--- config.mk ---
export PLATFORM = sky130hd
export DESIGN_NAME = frame_parity_gate
export DESIGN_NICKNAME = d
export VERILOG_FILES = /design/src/rtl/frame_parity_gate.sv
export SDC_FILE = /design/constraint.sdc
export NUM_CORES = 1
export LEC_CHECK = 0
export BUFFER_PORTS_ARGS = -buffer_cell sky130_fd_sc_hd__buf_2
export CORE_MARGIN = 2
export CORE_UTILIZATION = 44
export CTS_CLUSTER_DIAMETER = 60
export CTS_CLUSTER_SIZE = 20
export DETAILED_ROUTE_END_ITERATION = 12
export PLACE_DENSITY = 0.74
export SYNTH_ARGS = -nofsm -noshare
export SYNTH_HDL_FRONTEND = slang
export SYNTH_SLANG_ARGS = --single-unit
--- constraint.sdc ---
create_clock -name clk -period 2.84 [get_ports clk]
set_clock_uncertainty 0.05 [all_clocks]
set_input_delay 0.284 -clock clk [delete_from_list [all_inputs] [get_ports clk]]
set_output_delay 0.284 -clock clk [all_outputs]
set_load 0.02 [all_outputs]
--- src/rtl/frame_parity_gate.sv ---
module frame_parity_gate #(
  parameter int                FN_W     = 14,
  parameter int                KIND_W   = 2,
  parameter logic [KIND_W-1:0] KIND_ISO = 2'b01,
  parameter logic [KIND_W-1:0] KIND_INT = 2'b11
) (
  input  logic              clk,
  input  logic              rst_n,
  input  logic              frame_tick,
  input  logic              chan_en,
  input  logic              chan_dis,
  input  logic [KIND_W-1:0] ep_kind,
  input  logic              odd_sel,
  output logic              launch,
  output logic              busy,
  output logic [FN_W-1:0]   launch_frame,
  output logic [FN_W-1:0]   frame_num
);

  logic [FN_W-1:0] fn_q;
  logic [FN_W-1:0] lf_q;
  logic            busy_q;
  logic            launch_q;

  // Frame value that holds after this edge: a same-cycle tick counts.
  logic [FN_W-1:0] fn_next;
  assign fn_next = frame_tick ? fn_q + 1'b1 : fn_q;

  logic periodic, accept, go_now, defer, fire_late, fire;
  assign periodic  = (ep_kind == KIND_ISO) || (ep_kind == KIND_INT);
  assign accept    = chan_en && !chan_dis && !busy_q;
  assign go_now    = accept && (!periodic || (odd_sel == fn_next[0]));
  assign defer     = accept && !go_now;
  assign fire_late = busy_q && frame_tick && !chan_dis;
  assign fire      = go_now || fire_late;

  always_ff @(posedge clk or negedge rst_n) begin
    if (!rst_n) begin
      fn_q     <= '0;
      lf_q     <= '0;
      busy_q   <= 1'b0;
      launch_q <= 1'b0;
    end else begin
      fn_q     <= fn_next;
      launch_q <= fire;
      busy_q   <= defer || (busy_q && !frame_tick && !chan_dis);
      if (fire) lf_q <= fn_next;
    end
  end

  assign launch       = launch_q;
  assign busy         = busy_q;
  assign launch_frame = lf_q;
  assign frame_num    = fn_q;

endmodule

==> impl_metrics.ini, run 1 <==
[yosys]
synth_top_area_cell = dfrtp_1
synth_common_cells = 30 x dfrtp_1, 9 x mux2_4, 8 x xor2_1, 6 x mux2_2, 6 x nand2_1
syn_nets = 105
synth_top_area_share_pct = 57.3
ys_types = 23
synthTopCellsByArea = dfrtp_1 57%, mux2_4 10%, xor2_1 5.3%
async_flop_share_pct = 100
syn-instance-count = 96
syn_avg_cell_area_um2 = 13.7
yosysWarnings = 0
synth_edf_count = 0
synth_seq_cells = 30
netlist_area_mm2 = 0.00131
post-synth-top-count-cell = dfrtp_1
synth_ff_type = dfrtp_1
synth-seq-area-share_pct = 57.3

[timing]
fmax_mhz = 434
setup_viol = 0
drv_slew = 0
whs_ns = 0.0888
worstMarginPinSlew_ns = 0.638
setup_tns_ns = 0
hold_viol = 0
slew_headroom_pct = 57.5
final.period_utilization_pct = 81.1
rsz0062_at_grt = false
min_period_ns = 2.30

[routing]
wl_per_cell_um = 13.4
vias = 876
avgViaCountPerCell = 5.12
drt_pass1_iterations = 8
drt_wl_total_um = 2290
ant_nets = 0
drc = 4
drt_iter0_markers = 18

[cells_and_area]
n_antenna_cell = 0
areaGrowthSynthToFinish_pct = 20.2
postLayoutCoreUtil_pct = 56.2
post_route_cells_drive_above_1_share_pct = 43.6
nets = 148
fin_cells = 171
fillers = 257

[clock_network]
ctsHoldBuffers = 1
cts_max_level = 2
numCtsBuffers = 5
clk_latency_ns = 0.31
postCtsSetupRepairBufs = 0
cts_root_buffer = clkbuf_4
clk_pin_slew_ns = 0.09
cts.sinks = 30
clockBufferDepth = 2
ctsResizeCount = 0
cts_tree = built

[power]
seqPwrFrac_pct = 45.6
p_sw_w = 0.000513
p_sw_share_pct = 37.5
power_per_cell_area_mw_per_mm2 = 868
p_int_w = 0.000856
clkPwrFrac_pct = 18.2
total_leakage_power_nw = 0.808
pwr-share-comb_pct = 36.2
ir_drop_mv = 0.438

[placement]
dp_cells = 162
dp_hpwl_um = 1720
gp_congestion = 0.747
port_buffers = 36

[run]
cap_violations = 0

[min_path]
hp-class = in2reg
holdPathStages = 2

[critical_path]
slowest_delay_ns = 0.47
cp_num_cells = 5
crit_chain = xor2_1, a311o_1, a211oi_4, buf_4, mux2_4
cp_data_required_time_ns = 2.99
crit_slowest_cell = a211oi_4
worst_setup_path_end_kind = flop
reg2regPathDepth = 5
cp_top_family = compound AO/OA/AOI/OAI gates
crit_arrival_ns = 2.45
path_class = reg2reg
cp-start-kind = flop
worst-path-max-fanout = 9
crit_buf_inv = 1

[global_route]
antenna_found_initial = 0
grt_pass1_wl_um = 3920
grt-ovfl-total = 0
grt_max_degree = 31
grt_pass1_vias = 861
grt_util_all_layers_pct = 15.5

[die]
core_area_mm2 = 0.00281
die_x_um = 58.6
initial_core_util_pct = 46.7
fp-row-count = 19
die_y_um = 58.6
dieArea_mm2 = 0.00343
pin_count = 38

[status]
status = complete, but fails checks
violations = design-rule violations
==> power groups by stage <==
| stage | registers [W] | clock network, W | logic [W] |
|---|---|---|---|
| 4_1_cts | 0.000627 | 0.000258 | 0.000503 |
| 5_1_grt | 0.000643 | 0.000286 | 0.000535 |
| 3_3_place_gp | 0.000626 | 0 | 0.000489 |
| 2_1_floorplan | 0.000752 | 0 | 0.000217 |
| 6_report | 0.000624 | 0.000249 | 0.000495 |
| 3_5_place_dp | 0.000634 | 0 | 0.000499 |
==> cell families after synthesis <==
group                      Yosys count  share of synthesized area [%]
DFF                                 30                           57.3
xor gates and xnor gates            13                           8.68
and+or+nand+nor                     27                           10.9
buffers and inverters                5                           3.24
muxes                               15                           15.5
adders and majority gates            1                          0.954
AOI/OAI and AO/OA                    5                           3.53
==> cell type report <==
type,instances,area (um^2),area share (%)
multi-input cells,61,518,32.9
flip-flops and latches,30,751,47.6
inverters,3,11.3,0.714
clock inverters,1,5.00,0.317
well taps,31,38.8,2.46
clock buffers,7,55.1,3.49
repair buffers,38,198,12.5
==> worst reg2reg max path: stages, from the launching register on <==
cell and delay, ns:
dfrtp_1 0.44, xor2_1 0.22, a311o_1 0.40, a211oi_4 0.48
buf_4 0.29, mux2_4 0.31
==> flip-flops by register name, indices dropped and copies added (netlist names) <==
register,count
frame_num,14
launch_frame,14
busy,1
launch,1
==> metal layers <==
metal,wire length (um),global-route usage (%),vias up
met3,134,5.71,5
met5,0,0,-
li1,-,-,424
met1,1030,19.7,425
met2,1100,23.1,22
met4,33,8.44,0
==> metrics by stage <==
| step | cell area [um^2] | power (W) | worst slack (ns) |
|---|---|---|---|
| after global placement | 1510 | 0.00111 | 0.571 |
| after detailed placement | 1510 | 0.00113 | 0.506 |
| after CTS | 1580 | 0.00139 | 0.478 |
| after global routing | 1580 | 0.00146 | 0.391 |
| final | 1580 | 0.00137 | 0.537 |
| after floorplan | 1310 | 0.000970 | 0.776 |
==> worst paths after layout <==
check	startpoint	slack, ns	to
worst max-delay path	frame_num[0]	0.54	launch_frame[11]
worst min-delay path	chan_dis	0.09	busy
worst max register to register	frame_num[0]	0.54	launch_frame[11]
worst min register to register	frame_num[13]	0.45	frame_num[13]
max in group asynchronous	rst_n	1.84	frame_num[12]
min in group asynchronous	rst_n	0.47	launch_frame[5]
==> cell usage in the layout (no fill, tap or decap), types with 2 or more instances in the layout <==
cell / n
buf_2: 36
dfrtp_1: 30
mux2_4: 9
xor2_1: 8
nand2_1: 6
mux2_2: 6
xnor2_1: 5
clkbuf_4: 5
nand3_1: 4
nor3_1: 4
nand4_1: 3
nor4_1: 3
inv_1: 3
nor2_1: 2
o21ai_0: 2
nor2b_1: 2
Power figures use the tool's default switching activity.
==> inputs of run 2 (changes only) <==
PLACE_DENSITY = 0.77   (was 0.74)
clock period = 1.9 ns   (was 2.84 ns; I/O delays follow)
==> run 2 against run 1 <==
Effect of this change: the flow still finishes with violations (design-rule violations); clock power grew 100%; total power increased by 63%; combinational power rose by 63%; critical endpoint is now launch_frame[2]; die area is the same.
==> impl_metrics.ini, run 2 (synthesis gave the netlist of run 1 again) <==
[status]
status = complete, but fails checks
violations = design-rule violations

[clock_network]
postCtsSetupRepairBufs = 0
cts_tree = built
clk_latency_ns = 0.32
cts_max_level = 2
clockBufferDepth = 2
clk_pin_slew_ns = 0.08
numCtsBuffers = 5
cts.sinks = 30
cts_root_buffer = clkbuf_4

[critical_path]
worst_setup_path_end_kind = flop
crit_arrival_ns = 2.02
cp_data_required_time_ns = 2.05
crit_start = frame_num[0]
path_class = reg2reg
worst-path-max-fanout = 8
cp-start-kind = flop
reg2reg_from = frame_num[0]

[cells_and_area]
final_common_cell = buf_2
areaGrowthSynthToFinish_pct = 26.7
most-common-layout-cells = 36 x buf_2, 29 x dfrtp_1, 9 x mux2_4
n_antenna_cell = 0
fin_cells = 176
fillers = 244
post_route_cells_drive_above_1_share_pct = 46.9
multi_input_area_um2 = 526
nets = 154
register_area_um2 = 752

[timing]
worstMarginPinSlew_ns = 0.628
slew_headroom_pct = 58.1
setup_viol = 0
drv_slew = 0
rsz0062_at_grt = true
min_period_ns = 1.87
final.period_utilization_pct = 98.4
fin_ws_ns = 0.0308
fmax_mhz = 535
hold_viol = 0

[run]
cap_violations = 0

[routing]
drt_pass1_iterations = 7
ant_nets = 0
avgViaCountPerCell = 5.07
drc = 1
wl_per_cell_um = 13.5
vias = 893
drt_wl_total_um = 2380
drt_iter0_markers = 10

[die]
initial_core_util_pct = 46.7
core_area_mm2 = 0.00281
die_y_um = 58.6
dieArea_mm2 = 0.00343
die_x_um = 58.6
pin_count = 38
fp-row-count = 19

[power]
power_per_cell_area_mw_per_mm2 = 1340
total_leakage_power_nw = 0.847
ir_drop_mv = 0.891

[min_path]
hp-class = in2reg
min_from = frame_tick

[placement]
gp_congestion = 0.743
post-place-ws_ns = -0.0189
port_buffers = 36
dp_cells = 167
dp_hpwl_um = 1820

[global_route]
grt_max_degree = 31
grt-ovfl-total = 0
antenna_found_initial = 0
grt_pass1_wl_um = 3900
grt_pass1_vias = 873
grt_util_all_layers_pct = 15.9
-- run 2: area by class of cell --
type,instances,share of cell area (%)
Inverter,3,0.678
Clock inverter,1,1.81
Multi-Input combinational cell,61,31.6
Sequential cell,30,45.3
Clock buffer,6,3.09
Tap cell,31,2.33
Timing Repair Buffer,44,15.2
-- run 2: path summary, 6_finish.rpt --
path / to / slack (ns) / cells after the start
setup / recovery: launch_frame[2] / 0.03 / 5
hold / removal: frame_num[0] / 0.20 / 2
setup reg to reg: launch_frame[2] / 0.03 / 5
hold reg to reg: frame_num[13] / 0.45 / 1
max in group asynchronous: frame_num[0] / 0.98 / 2
min in group asynchronous: frame_num[6] / 0.37 / 2
-- run 2: power by group --
group / switching [W] / total, W / internal (W)
Sequential: 0.000127 / 0.000925 / 0.000798
Combinational: 0.000465 / 0.000808 / 0.000343
Clock: 0.000193 / 0.000499 / 0.000306
Total: 0.000786 / 0.00223 / 0.00145
-- run 2: worst max-delay path: stages (launching register included) --
cell and delay, ns:
dfrtp_2 0.44, xor2_2 0.17, a311o_1 0.36, a211oi_4 0.22, buf_6 0.18, mux2_2 0.34
-- run 2: timing repair --
item	in CTS	in global routing
hold buffers	2	0
endpoints found under the setup margin	13	9
endpoints found under the hold margin	31	0
resized for setup	2	0
pin swaps	1	0
-- run 2: layer usage --
metal | share of wire, % | vias to the layer above | GRT usage [%]
li1 | - | 436 | -
met1 | 42 | 424 | 19.1
met2 | 49 | 23 | 23.9
met3 | 6.2 | 10 | 7.03
met4 | 2.5 | 0 | 8.77
met5 | 0 | - | 0
-- run 2: metrics by stage --
step / hold slack [ns] / total power (W) / setup TNS (ns) / utilization [%] / cell area, um^2
finish: 0.199 / 0.00223 / 0 / 59.2 / 1660
global route: 0.204 / 0.00238 / -0.188 / 59.2 / 1660
CTS: 0.174 / 0.00226 / 0 / 59.2 / 1660
detailed placement: 0.200 / 0.00174 / -0.0706 / 55.4 / 1550
global placement: 0.184 / 0.00171 / 0 / 55.4 / 1550
floorplan: -0.156 / 0.00146 / -1.11 / - / 1320
==> inputs of run 3 (changes only) <==
CORE_UTILIZATION = 45   (was 44)
PLACE_DENSITY = 0.79   (was 0.77)
==> run 3 against run 2 <==
Effect of this change: the flow now finishes without violations; clock power fell by 22%; register-to-register slack better by 0.04 ns; via count increased by 1.3%; first-iteration DRC count increased by 30%; critical path depth unchanged; sequential power hardly changed; die area is 2.1% lower; clock-buffer cell count increased by 1; critical path type unchanged.
==> impl_metrics.ini, run 3 (synthesis gave the netlist of run 1 again) <==
[timing]
slew_headroom_pct = 57.2
fmax_mhz = 545
final.period_utilization_pct = 96.5
hold_viol = 0
setup_viol = 0
worstMarginPinSlew_ns = 0.642
drv_slew = 0
whs_ns = 0.226
fin_ws_ns = 0.0662
min_period_ns = 1.83
rsz0062_at_grt = false

[cells_and_area]
fin_cells = 178
n_antenna_cell = 0
most-common-layout-cells = 36 x buf_2, 29 x dfrtp_1, 9 x mux2_4
final_common_cell = buf_2
areaGrowthSynthToFinish_pct = 25.7
post_route_cells_drive_above_1_share_pct = 46.9
nets = 155
postLayoutCoreUtil_pct = 59.8

[power]
power_per_cell_area_mw_per_mm2 = 1280
total_leakage_power_nw = 0.843
power_w = 0.00211
seqPwrFrac_pct = 43.7
pwr-share-comb_pct = 38.0
p_int_w = 0.00132
ir_drop_mv = 0.963
p_sw_w = 0.000792
p_sw_share_pct = 37.5
clkPwrFrac_pct = 18.3

[min_path]
hp-class = in2reg
min_from = frame_tick
holdPathStages = 3
hold_end = frame_num[4]

[placement]
dp_cells = 168
port_buffers = 36
dp_hpwl_um = 1820
post-place-ws_ns = 0.0151
gp_congestion = 0.751

[critical_path]
worst_setup_path_end_kind = flop
crit_arrival_ns = 2.00
r2r_end = launch_frame[1]
reg2reg_from = frame_num[0]
path_class = reg2reg
cp_data_required_time_ns = 2.06
cp-start-kind = flop
reg2regPathDepth = 5
worst-path-max-fanout = 7
ff2ff_setup_slack_ns = 0.07

[clock_network]
cts_root_buffer = clkbuf_4
cts.sinks = 30
numCtsBuffers = 5
cts_max_level = 2
clk_latency_ns = 0.33
clockBufferDepth = 2
cts_tree = built
clk_pin_slew_ns = 0.08
postCtsSetupRepairBufs = 0

[global_route]
antenna_found_initial = 0
grt_pass1_wl_um = 4150
grt-ovfl-total = 0
grt_util_all_layers_pct = 17.1
grt_pass1_vias = 880
grt_max_degree = 31

[routing]
ant_nets = 0
drt_wl_total_um = 2430
drt_pass1_iterations = 4
vias = 905
avgViaCountPerCell = 5.08
drt_iter0_markers = 13
wl_per_cell_um = 13.7
drc = 0

[status]
status = completed

[die]
die_y_um = 58.0
dieArea_mm2 = 0.00336
initial_core_util_pct = 47.5
pin_count = 38
fp-row-count = 19
die_x_um = 58.0
core_area_mm2 = 0.00276

[run]
cap_violations = 0
run 3: critical path, stage by stage, from the launching register on:
cell and delay (ns):
dfrtp_2 0.43, xor2_2 0.16, a311o_1 0.35, a211oi_4 0.21, buf_6 0.18, mux2_2 0.33
run 3: power groups by stage:
stage | clock network, W | logic (W) | registers (W)
floorplan | 0 | 0.000328 | 0.00113
global placement | 0 | 0.000783 | 0.000928
detailed placement | 0 | 0.000806 | 0.000938
CTS | 0.000407 | 0.000813 | 0.000927
global route | 0.000438 | 0.000877 | 0.000946
finish | 0.000387 | 0.000803 | 0.000924
run 3: area by class of cell:
cell class / instances / area (um^2)
Timing Repair Buffer: 45 / 260
Sequential cell: 30 / 752
Inverter: 3 / 11.3
Tap cell: 31 / 38.8
Multi-Input combinational cell: 61 / 526
Clock inverter: 1 / 5.00
Fill cell: 234 / 1110
Clock buffer: 7 / 55.1
run 3: worst max-delay path by stage:
stage          depth (start not counted)         start          endpoint
3_3_place_gp                           5  frame_num[0]   launch_frame[3]
6_report                               5  frame_num[0]   launch_frame[1]
3_5_place_dp                           5  frame_num[0]   launch_frame[1]
4_1_cts                                5  frame_num[0]   launch_frame[1]
2_1_floorplan                          5  frame_num[0]  launch_frame[10]
5_1_grt                                5  frame_num[0]   launch_frame[1]
run 3: per-stage QoR:
step	instance area (um^2)	TNS (ns)
final	1650	0
after global routing	1650	0
after CTS	1640	-0.00323
after detailed placement	1560	0
after global placement	1560	0
after floorplan	1320	-1.11
run 3: per-layer routing:
layer	track usage [%]	share of wire (%)
met1	20.7	44
met2	27.1	49
met3	6.92	6.0
met5	0	0
met4	7.31	1.7
run 3: what timing repair did:
action	in CTS	in global routing
hold buffers	2	0
hold endpoints to repair	31	0
pin swaps	0	1
endpoints found under the setup margin	1	14
resized for setup	0	2
cloned	0	0
